### config.mk
export PLATFORM = sky130hd
export DESIGN_NAME = bar_window_decoder
export DESIGN_NICKNAME = d
export VERILOG_FILES = /design/src/rtl/bwd_pkg.sv /design/src/rtl/bwd_regfile.sv /design/src/rtl/bwd_window.sv /design/src/rtl/bar_window_decoder.sv
export SDC_FILE = /design/constraint.sdc
export NUM_CORES = 1
export LEC_CHECK = 0
export ABC_AREA = 1
export BUFFER_PORTS_ARGS = -buffer_cell sky130_fd_sc_hd__buf_2
export CAP_MARGIN = 40
export CELL_PAD_IN_SITES_DETAIL_PLACEMENT = 1
export CELL_PAD_IN_SITES_GLOBAL_PLACEMENT = 1
export CORE_ASPECT_RATIO = 1.2
export CORE_UTILIZATION = 25
export DETAILED_ROUTE_END_ITERATION = 8
export PLACE_DENSITY_LB_ADDON = 0.1
export SETUP_SLACK_MARGIN = 0.05
export SLEW_MARGIN = 20
export SYNTH_ARGS = -nofsm -noshare
export SYNTH_HDL_FRONTEND = slang
export SYNTH_SLANG_ARGS = --single-unit
### constraint.sdc
create_clock -name clk -period 14.46 [get_ports clk]
set_input_delay 2.892 -clock clk [delete_from_list [all_inputs] [get_ports clk]]
set_output_delay 2.892 -clock clk [all_outputs]
set_load 0.03 [all_outputs]
### src/rtl/bwd_pkg.sv
package bwd_pkg;
  localparam int REG_W      = 64;
  localparam int BASE_SHIFT = 14;
  localparam int NUM_WIN    = 3;
  localparam int NUM_REGS   = 6;

  localparam int IDX_MBAR0 = 0;
  localparam int IDX_MBAR1 = 1;
  localparam int IDX_MMSK0 = 2;
  localparam int IDX_MMSK1 = 3;
  localparam int IDX_RBAR  = 4;
  localparam int IDX_ENA   = 5;

  localparam logic [REG_W-1:0] KEEP_MMIO = 64'hFFFF_FFFF_C000_0000;
  localparam logic [REG_W-1:0] KEEP_RBAR = 64'hFFFF_FFFF_FC00_0000;
  localparam logic [REG_W-1:0] KEEP_ENA  = 64'hF800_0000_0000_0000;

  localparam logic [1:0] WIN_NONE = 2'd3;

  function automatic logic [REG_W-1:0] keep_for(input int k);
    case (k)
      IDX_RBAR: keep_for = KEEP_RBAR;
      IDX_ENA:  keep_for = KEEP_ENA;
      default:  keep_for = KEEP_MMIO;
    endcase
  endfunction
endpackage

### src/rtl/bwd_regfile.sv
module bwd_regfile
  import bwd_pkg::*;
#(
  parameter int               ACC_AW    = 6,
  parameter logic [REG_W-1:0] RST_MBAR0 = 64'h0,
  parameter logic [REG_W-1:0] RST_MBAR1 = 64'h0,
  parameter logic [REG_W-1:0] RST_MMSK0 = 64'h0,
  parameter logic [REG_W-1:0] RST_MMSK1 = 64'h0,
  parameter logic [REG_W-1:0] RST_RBAR  = 64'h0,
  parameter logic [REG_W-1:0] RST_ENA   = 64'h0
) (
  input  logic              clk,
  input  logic              rst_n,
  input  logic              req_valid,
  input  logic              req_write,
  input  logic [ACC_AW-1:0] req_addr,
  input  logic [3:0]        req_bytes,
  input  logic [REG_W-1:0]  req_wdata,
  output logic              rd_valid,
  output logic [REG_W-1:0]  rd_data,
  output logic              err_access,
  output logic              err_live_bar,
  output logic [REG_W-1:0]  mbar0,
  output logic [REG_W-1:0]  mbar1,
  output logic [REG_W-1:0]  mmsk0,
  output logic [REG_W-1:0]  mmsk1,
  output logic [REG_W-1:0]  rbar,
  output logic [REG_W-1:0]  ena
);
  localparam int IW = ACC_AW - 3;

  function automatic logic [REG_W-1:0] rst_for(input int k);
    case (k)
      IDX_MBAR0: rst_for = RST_MBAR0;
      IDX_MBAR1: rst_for = RST_MBAR1;
      IDX_MMSK0: rst_for = RST_MMSK0;
      IDX_MMSK1: rst_for = RST_MMSK1;
      IDX_RBAR:  rst_for = RST_RBAR;
      default:   rst_for = RST_ENA;
    endcase
  endfunction

  logic [REG_W-1:0]    regs_q [NUM_REGS];
  logic [NUM_REGS-1:0] wr_en;
  logic [IW-1:0]       idx;
  logic                shape_ok, known, wr_ok;
  logic                live_d, bad_d, rdv_d;
  logic [REG_W-1:0]    rd_sel;

  always_comb begin
    idx      = req_addr[ACC_AW-1:3];
    shape_ok = (req_bytes == 4'd8) && (req_addr[2:0] == 3'b000);
    known    = (idx < IW'(NUM_REGS));
    wr_ok    = req_valid && req_write && shape_ok && known;
    bad_d    = req_valid && !(shape_ok && known);
    rdv_d    = req_valid && !req_write && shape_ok && known;
    rd_sel   = '0;
    for (int k = 0; k < NUM_REGS; k++) begin
      wr_en[k] = wr_ok && (idx == IW'(k));
      if (idx == IW'(k)) rd_sel = regs_q[k];
    end
    // a base or mask is live when its own window's enable bit is set
    live_d = 1'b0;
    if (wr_ok) begin
      if (idx == IW'(IDX_MBAR0) || idx == IW'(IDX_MMSK0)) live_d = regs_q[IDX_ENA][63];
      if (idx == IW'(IDX_MBAR1) || idx == IW'(IDX_MMSK1)) live_d = regs_q[IDX_ENA][62];
      if (idx == IW'(IDX_RBAR))                           live_d = regs_q[IDX_ENA][61];
    end
  end

  always_ff @(posedge clk or negedge rst_n) begin
    if (!rst_n) begin
      for (int k = 0; k < NUM_REGS; k++) regs_q[k] <= rst_for(k) & keep_for(k);
    end else begin
      for (int k = 0; k < NUM_REGS; k++)
        if (wr_en[k]) regs_q[k] <= req_wdata & keep_for(k);
    end
  end

  always_ff @(posedge clk or negedge rst_n) begin
    if (!rst_n) begin
      rd_valid     <= 1'b0;
      err_access   <= 1'b0;
      err_live_bar <= 1'b0;
    end else begin
      rd_valid     <= rdv_d;
      err_access   <= bad_d;
      err_live_bar <= live_d;
    end
  end

  always_ff @(posedge clk or negedge rst_n) begin
    if (!rst_n)     rd_data <= '0;
    else if (rdv_d) rd_data <= rd_sel;
  end

  assign mbar0 = regs_q[IDX_MBAR0];
  assign mbar1 = regs_q[IDX_MBAR1];
  assign mmsk0 = regs_q[IDX_MMSK0];
  assign mmsk1 = regs_q[IDX_MMSK1];
  assign rbar  = regs_q[IDX_RBAR];
  assign ena   = regs_q[IDX_ENA];

  // a well-formed read answers in the next cycle
  p_rd_follow_r2: assert property (@(posedge clk) disable iff (!rst_n)
    (req_valid && !req_write && req_bytes == 4'd8 && req_addr[2:0] == 3'b000
     && idx < IW'(NUM_REGS)) |=> rd_valid);
  // a malformed access raises the flag and yields no data
  p_bad_access_r10: assert property (@(posedge clk) disable iff (!rst_n)
    (req_valid && req_bytes != 4'd8) |=> (err_access && !rd_valid));
  // the enable register never holds bits below 59
  p_ena_low_zero_r5: assert property (@(posedge clk) disable iff (!rst_n)
    ena[58:0] == '0);
  // the live-rewrite flag only follows a write request
  p_live_err_r9: assert property (@(posedge clk) disable iff (!rst_n)
    err_live_bar |-> $past(req_valid && req_write));
endmodule

### src/rtl/bwd_window.sv
module bwd_window
  import bwd_pkg::*;
#(
  parameter bit FIXED      = 1'b0,
  parameter int FIXED_SIZE = 4096,
  parameter int SYS_W      = REG_W - BASE_SHIFT
) (
  input  logic [REG_W-1:0] bar,
  input  logic [REG_W-1:0] msk,
  input  logic             en,
  input  logic [SYS_W-1:0] addr,
  output logic             hit
);
  logic [SYS_W-1:0] base;
  logic [SYS_W:0]   size;
  logic [SYS_W:0]   limit;
  logic             unused_bits;

  assign base = bar[REG_W-1:BASE_SHIFT];

  generate
    if (FIXED) begin : g_fixed
      assign size        = (SYS_W+1)'(FIXED_SIZE);
      assign unused_bits = ^{msk, bar[BASE_SHIFT-1:0]};
    end else begin : g_masked
      assign size        = {1'b0, ~msk[REG_W-1:BASE_SHIFT]} + (SYS_W+1)'(1);
      assign unused_bits = ^{msk[BASE_SHIFT-1:0], bar[BASE_SHIFT-1:0]};
    end
  endgenerate

  always_comb begin
    limit = {1'b0, base} + size;
    hit   = en && (addr >= base) && ({1'b0, addr} < limit);
  end
endmodule

### src/rtl/bar_window_decoder.sv
module bar_window_decoder
  import bwd_pkg::*;
#(
  parameter int               ACC_AW      = 6,
  parameter int               REGWIN_SIZE = 4096,
  parameter logic [REG_W-1:0] RST_MBAR0   = 64'h0000_1000_0000_0000,
  parameter logic [REG_W-1:0] RST_MBAR1   = 64'h0000_2000_0000_0000,
  parameter logic [REG_W-1:0] RST_MMSK0   = 64'hFFFF_FFFF_C000_0000,
  parameter logic [REG_W-1:0] RST_MMSK1   = 64'hFFFF_FFFF_0000_0000,
  parameter logic [REG_W-1:0] RST_RBAR    = 64'h0000_3000_0000_0000,
  parameter logic [REG_W-1:0] RST_ENA     = 64'h0
) (
  input  logic                          clk,
  input  logic                          rst_n,
  input  logic                          req_valid,
  input  logic                          req_write,
  input  logic [ACC_AW-1:0]             req_addr,
  input  logic [3:0]                    req_bytes,
  input  logic [REG_W-1:0]              req_wdata,
  output logic                          rd_valid,
  output logic [REG_W-1:0]              rd_data,
  output logic                          err_access,
  output logic                          err_live_bar,
  input  logic                          lk_valid,
  input  logic [REG_W-BASE_SHIFT-1:0]   lk_addr,
  output logic                          lk_done,
  output logic                          lk_hit,
  output logic [NUM_WIN-1:0]            lk_hit_vec,
  output logic [1:0]                    lk_win
);
  localparam int SYS_W = REG_W - BASE_SHIFT;

  logic [1:0] rst_pipe;
  logic       rst_sync_n;

  always_ff @(posedge clk or negedge rst_n) begin
    if (!rst_n) rst_pipe <= 2'b00;
    else        rst_pipe <= {rst_pipe[0], 1'b1};
  end
  assign rst_sync_n = rst_pipe[1];

  logic [REG_W-1:0] mbar0_w, mbar1_w, mmsk0_w, mmsk1_w, rbar_w, ena_w;

  bwd_regfile #(
    .ACC_AW(ACC_AW), .RST_MBAR0(RST_MBAR0), .RST_MBAR1(RST_MBAR1),
    .RST_MMSK0(RST_MMSK0), .RST_MMSK1(RST_MMSK1), .RST_RBAR(RST_RBAR),
    .RST_ENA(RST_ENA)
  ) i_regs (
    .clk(clk), .rst_n(rst_sync_n), .req_valid(req_valid), .req_write(req_write),
    .req_addr(req_addr), .req_bytes(req_bytes), .req_wdata(req_wdata),
    .rd_valid(rd_valid), .rd_data(rd_data), .err_access(err_access),
    .err_live_bar(err_live_bar), .mbar0(mbar0_w), .mbar1(mbar1_w),
    .mmsk0(mmsk0_w), .mmsk1(mmsk1_w), .rbar(rbar_w), .ena(ena_w)
  );

  logic [REG_W-1:0]   bar_a [NUM_WIN];
  logic [REG_W-1:0]   msk_a [NUM_WIN];
  logic [NUM_WIN-1:0] hit_d;
  logic [1:0]         win_d;
  logic               unused_ena;

  assign bar_a[0] = mbar0_w;
  assign bar_a[1] = mbar1_w;
  assign bar_a[2] = rbar_w;
  assign msk_a[0] = mmsk0_w;
  assign msk_a[1] = mmsk1_w;
  assign msk_a[2] = '0;
  assign unused_ena = ^ena_w[60:0];

  generate
    for (genvar w = 0; w < NUM_WIN; w++) begin : g_win
      bwd_window #(
        .FIXED(w == NUM_WIN-1), .FIXED_SIZE(REGWIN_SIZE), .SYS_W(SYS_W)
      ) i_win (
        .bar(bar_a[w]), .msk(msk_a[w]), .en(ena_w[REG_W-1-w]),
        .addr(lk_addr), .hit(hit_d[w])
      );
    end
  endgenerate

  always_comb begin
    win_d = WIN_NONE;
    for (int w = NUM_WIN-1; w >= 0; w--)
      if (hit_d[w]) win_d = 2'(w);
  end

  always_ff @(posedge clk or negedge rst_sync_n) begin
    if (!rst_sync_n) lk_done <= 1'b0;
    else             lk_done <= lk_valid;
  end

  always_ff @(posedge clk or negedge rst_sync_n) begin
    if (!rst_sync_n) begin
      lk_hit_vec <= '0;
      lk_hit     <= 1'b0;
      lk_win     <= WIN_NONE;
    end else if (lk_valid) begin
      lk_hit_vec <= hit_d;
      lk_hit     <= |hit_d;
      lk_win     <= win_d;
    end
  end

  // result one cycle after the request
  p_lookup_lat_r11: assert property (@(posedge clk) disable iff (!rst_sync_n)
    lk_valid |=> lk_done);
  // hit flag agrees with the window identifier
  p_id_match_r11: assert property (@(posedge clk) disable iff (!rst_sync_n)
    lk_done |-> (lk_hit == (lk_win != WIN_NONE)));
  // a window can only hit while it was enabled
  p_hit_needs_en_r8: assert property (@(posedge clk) disable iff (!rst_sync_n)
    (lk_done && lk_hit_vec[0]) |-> $past(ena_w[63]));
  // register-window hits stay within its fixed span
  p_regwin_span_r7: assert property (@(posedge clk) disable iff (!rst_sync_n)
    (lk_done && lk_hit_vec[2]) |->
      (($past(lk_addr) - $past(rbar_w[REG_W-1:BASE_SHIFT])) < SYS_W'(REGWIN_SIZE)));
endmodule

== Word level (Yosys, flattened, before mapping) ==
Cells that the tools add are included.

* Register bits: 460
* Latch bits: 0
* RAM bits: 0
* ROM bits: 0
* Bits of input ports: 129
* Word-level logic and storage cells: 88
* Memories kept: 0

* $add $sub $neg: 5
* Multipliers: 0
* Divide/modulo/power cells: 0
* $lt $le $gt $ge: 7
* Equality and inequality tests: 6
* Shift operators: 0
* Muxes and demuxes: 19
* Bitwise operators: 8
* Reductions and logical operators: 28

{| class="wikitable"
|+ Operator list
! kind !! number
|-
| $mux W64 || 12
|-
| $and A64 B64 Y64 || 6
|-
| $lt A50 B51 Y1 || 3
|-
| $ge A50 B50 Y1 || 3
|-
| $add A50 B1 Y51 const B || 2
|-
| $add A50 B51 Y51 || 2
|-
| $not A50 Y50 || 2
|-
| $add A50 B13 Y51 const B || 1
|-
| $logic_and A1 B1 Y1 || 21
|-
| $eq A3 B2 Y1 const B || 2
|-
| $eq A3 B3 Y1 const B || 2
|-
| $logic_not A3 Y1 || 2
|-
| $mux W1 || 5
|-
| $eq A4 B4 Y1 const B || 1
|-
| $mux W2 || 2
|-
| $eq A3 B1 Y1 const B || 1
|-
| $lt A3 B3 Y1 const B || 1
|-
| $reduce_or A3 Y1 || 1
|-
| $logic_not A1 Y1 || 2
|-
| $logic_or A1 B1 Y1 || 2
|}

== Longest topological paths before layout ==
* Depth after elaboration: 7
* Mapped depth: 31
* Gate-level depth less buffers: 31

== Cells and area by module ==
From an unflattened synthesis, not the netlist that was laid out.

* Cells, all modules: 4339
* Area, all modules: 28803.9 um^2

{| class="wikitable"
|+ By module, submodules not included
! module !! times used !! cells an instance !! area an instance (um^2) !! seq. area each (um^2)
|-
| bwd_regfile || 1 || 1627 || 12645.9 || 5592.9
|-
| bwd_window at g_win[0].i_win || 1 || 1116 || 6470.0 || 0.0
|-
| bwd_window at g_win[1].i_win || 1 || 1041 || 6097.1 || 0.0
|-
| bwd_window at g_win[2].i_win || 1 || 522 || 3264.4 || 0.0
|-
| bar_window_decoder || 1 || 33 || 326.6 || 227.7
|}

== Least setup slack after synthesis ==
Ideal clock, no wire load.

* Kind: input -> register
* Start: input lk_addr[34]
* End: register lk_win[0]
* Data arrival time: 4.326 ns
* Path slack: 10.073 ns
* Stages: 19
* Cell sequence: ha_1 > nand2_1 > nor2_1 > nand2_1 > nor2_1 > nand2_1 > nand3_1 > nand2_1 > nand2_1 > nand2_1 > nand2_1 > nand2_1 > nand2_1 > nand2_1 > nand2_1 > nand2_1 > a21oi_1 > nand2_1 > nand2_1

* Longest elaborated chain between the ends: 6
* Elaborated cells on any way between the ends: 15

{| class="wikitable"
|+ RTL lines
! item !! RTL line !! RTL
|-
| start: declaration || bar_window_decoder.sv:25 || <nowiki>input logic [REG_W-BASE_SHIFT-1:0] lk_addr,</nowiki>
|-
| $ge A50 B50 Y1 || bwd_window.sv:33 || <nowiki>hit = en && (addr >= base) && ({1'b0, addr} < limit);</nowiki>
|-
| $logic_and A1 B1 Y1 (2 in a row) || bwd_window.sv:33 ||
|-
| $mux W1 || bar_window_decoder.sv:84 || <nowiki>if (hit_d[w]) win_d = 2'(w);</nowiki>
|-
| $mux W2 || bar_window_decoder.sv:84 ||
|-
| $mux W2 (*) || bar_window_decoder.sv:84 ||
|-
| end signal: assignment || bar_window_decoder.sv:100 || <nowiki>lk_win <= win_d;</nowiki>
|-
| end: declaration || bar_window_decoder.sv:29 || <nowiki>output logic [1:0] lk_win</nowiki>
|}

Every way passes the cells marked *; elsewhere a longest branch is shown, timed or not.
A chain may end at the register's enable or synchronous reset.

== Worst setup path after layout ==
* Start: input lk_addr[21]
* End: register lk_hit

* Longest elaborated chain between the ends: 4
* Elaborated cells on any way between the ends: 13

{| class="wikitable"
|+ RTL lines
! item !! RTL line !! RTL
|-
| $ge A50 B50 Y1 || bwd_window.sv:33 ||
|-
| $logic_and A1 B1 Y1 (2 in a row) || bwd_window.sv:33 ||
|-
| $reduce_or A3 Y1 (*) || bar_window_decoder.sv:99 || <nowiki>lk_hit <= |hit_d;</nowiki>
|-
| end signal: assignment || bar_window_decoder.sv:99 ||
|-
| end: declaration || bar_window_decoder.sv:27 || <nowiki>output logic lk_hit,</nowiki>
|}

Marks and branches as above.

==> qor.yml <==
sta:
  period_needed_ns: 5.41
  whs_ns: 0.351
  timing.final.hold_violations: 0
  tns_ns: 0
  rsz0062_at_grt: "false"
  max_freq_mhz: 185
  fin_crit_sh: 0.374
  finalSetupViolCount: 0
  skew_ns: 0.0132
  relSlewSlack: 0.408
  worst_pin_slew_ns: 0.880
  finalMaxSlewViolations: 0
global_route:
  overflow: 0
  grt_pass1_wl_mm: 125
  grt_max_degree: 69
  grtUsageTotal: 0.211
  grt_pass1_vias: 19500
  antenna_found_initial: 2
worst_setup_path:
  critical_path_class: "in -> reg"
  crit_fanout: 6
  cp-end-kind: "flop"
  arrival_ns: 5.95
  critPathRequiredTime_ns: 15.00
  critPathLaunchType: "input port"
power_and_ir_drop:
  swShare: 0.322
  intPower_mw: 1.19
  p_per_area_nw_per_um2: 78.6
  switchingPower_mw: 0.566
  vdd_drop_max_mv: 0.0855
  p_total_mw: 1.76
  power.share.clock: 0.405
  power_frac_comb: 0.221
  leakage_nw: 10.3
  pwr-share-seq: 0.373
route:
  first_iter_violations: 948
  drc: 0
  ant_nets: 0
  wire_per_inst_um: 22.2
  via_per_inst: 4.88
  vias: 18300
  drt_pass1_iterations: 4
  wl_mm: 83.1
clock_network:
  clock_latency_ns: 0.60
  clkSinkCount: 229
  cts_tree: "yes"
  cts_made_buffers: 28
  cts_buffer_depth: 3
  cts_root_buffer: "clkbuf_16"
  post-cts-setup-buffers: 0
  clk_pin_slew_ns: 0.06
  post_cts_resized: 0
  holdBufCountCts: 0
  cts_max_level: 1
yosys:
  ys_seq_elements: 229
  synthTopCellsByArea: "dfrtp_1 (20%), ha_1 (18%), nand2_1 (11%)"
  postSynthCellCount: 2568
  synthArstFlopShare: 1.00
  synth_top_area_share: 0.201
  synth_ff_type: "dfrtp_1"
  ys_warn_count: 0
  avgSynthCellArea_um2: 7.60
  synth_cell_types: 61
  synth_largest_area_cell: "dfrtp_1"
  synth_edf_count: 0
  yosysSeqAreaShare: 0.298
  netlist_area_um2: 19500
layout:
  fill_cells: 9328
  antennaDiodeCount: 0
  finalNetCount: 3119
  syn_to_final_growth_pct: 14.4
  layout_commonest_cell: "nand2_1"
  drive_gt1_frac: 0.138
  mostFrequentLayoutCells: "nand2_1 (554), inv_1 (326), ha_1 (279)"
hold_path:
  hold_path_class: "reg -> reg"
place:
  port_buffers: 150
  dp_hpwl_mm: 67.5
  globalplace.congestion: 0.887
floorplan:
  die_h_um: 308
  initial_core_util: 0.254
  die_x_um: 257
  die-area_um2: 79200
  rows: 111
  num_io_pins: 203
  core_um2: 76800
run_status:
  status: "completed"
flow_run:
  maxCapViolCount: 0
==> routing by layer <==
metal,global-route usage,share of wire
met1,0.276,0.47
met2,0.367,0.48
met3,0.0156,0.026
met4,0.0630,0.028
met5,0,0
==> stage by stage <==
stage / worst slack (ns) / instances / utilization / area, um^2
2_1_floorplan: 7.73 / 2593 / - / 19600
3_3_place_gp: 8.48 / 3688 / 0.277 / 21300
3_5_place_dp: 8.48 / 3692 / 0.278 / 21300
4_1_cts: 9.12 / 3744 / 0.290 / 22200
5_1_grt: 9.00 / 3748 / 0.291 / 22300
6_report: 9.05 / 3748 / 0.291 / 22300
==> worst paths after layout <==
| kind | startpoint | endpoint | slack (ns) | depth (start not counted) |
|---|---|---|---|---|
| setup reg to reg | i_regs.mbar1[30] | lk_hit | 9.55 | 29 |
| hold reg to reg | rst_pipe[0] | rst_pipe[1] | 0.35 | 0 |
| hold / removal | rst_pipe[0] | rst_pipe[1] | 0.35 | 0 |
| max in group asynchronous | rst_n | rst_pipe[1] | 12.27 | 1 |
| min in group asynchronous | rst_pipe[1] | i_regs.rd_data[41] | 0.36 | 0 |
| setup / recovery | lk_addr[21] | lk_hit | 9.05 | 18 |
==> cell families after synthesis <==
| family | synth area share |
|---|---|
| DFF | 0.298 |
| xor gates and xnor gates | 0.0422 |
| other | 0.000385 |
| AOI/OAI and AO/OA | 0.189 |
| buffers and inverters | 0.0926 |
| and+or+nand+nor | 0.197 |
| adders and majority gates | 0.181 |
==> layout make-up <==
type | count | area, um^2 | area share
clock buffer | 40 | 817 | 0.0366
timing repair buffer | 173 | 1010 | 0.0453
inverter | 349 | 1310 | 0.0588
sequential | 229 | 5820 | 0.261
multi-input combinational | 1928 | 12000 | 0.538
clock inverter | 12 | 91.3 | 0.00409
tap | 1017 | 1270 | 0.0570
==> power groups by stage <==
stage	clock network, mW	registers, mW	logic [mW]
2_1_floorplan	0	0.675	0.242
3_3_place_gp	0	0.667	0.378
3_5_place_dp	0	0.667	0.389
4_1_cts	0.741	0.656	0.391
5_1_grt	0.763	0.657	0.440
6_report	0.712	0.656	0.389
==> flip-flops by register name, summed over array words and instances (netlist names), 2 cells and up <==
register	cells
i_regs.ena	5
i_regs.mbar0	34
i_regs.mbar1	34
i_regs.mmsk0	34
i_regs.mmsk1	34
i_regs.rbar	38
i_regs.rd_data	38
lk_hit_vec	3
lk_win	2
rst_pipe	2
==> cell usage after synthesis (all sizes together), types with 3 or more instances <==
library cell / n
nand3b: 3
nor4: 32
o22ai: 43
a221oi: 9
a31oi: 20
nand2: 566
inv: 348
xnor2: 38
a21boi: 9
o21bai: 11
nor3: 37
o31ai: 5
o221ai: 23
a21oi: 166
o211ai: 11
a21o: 12
xor2: 56
clkbuf: 43
nand4: 36
ha: 279
a211oi: 8
buf: 44
dfrtp: 157
o21ai: 300
nor2: 161
nand3: 47
a2111oi: 4
dfstp: 72
o21a: 15
==> worst max-delay path: stages <==
cell      delay (ns)
buf_2           0.19
ha_1            0.33
nand2_1         0.07
nor2_1          0.28
nand2_1         0.10
o211ai_1        0.24
a21oi_1         0.22
o21ai_0         0.63
nand2_1         0.12
nand3_1         0.27
nand2_1         0.09
nand2_1         0.08
nand2_1         0.05
inv_1           0.06
nand2_1         0.11
nand3_1         0.11
nand2_1         0.05
nand2_1         0.05
Power figures use the tool's default switching activity.
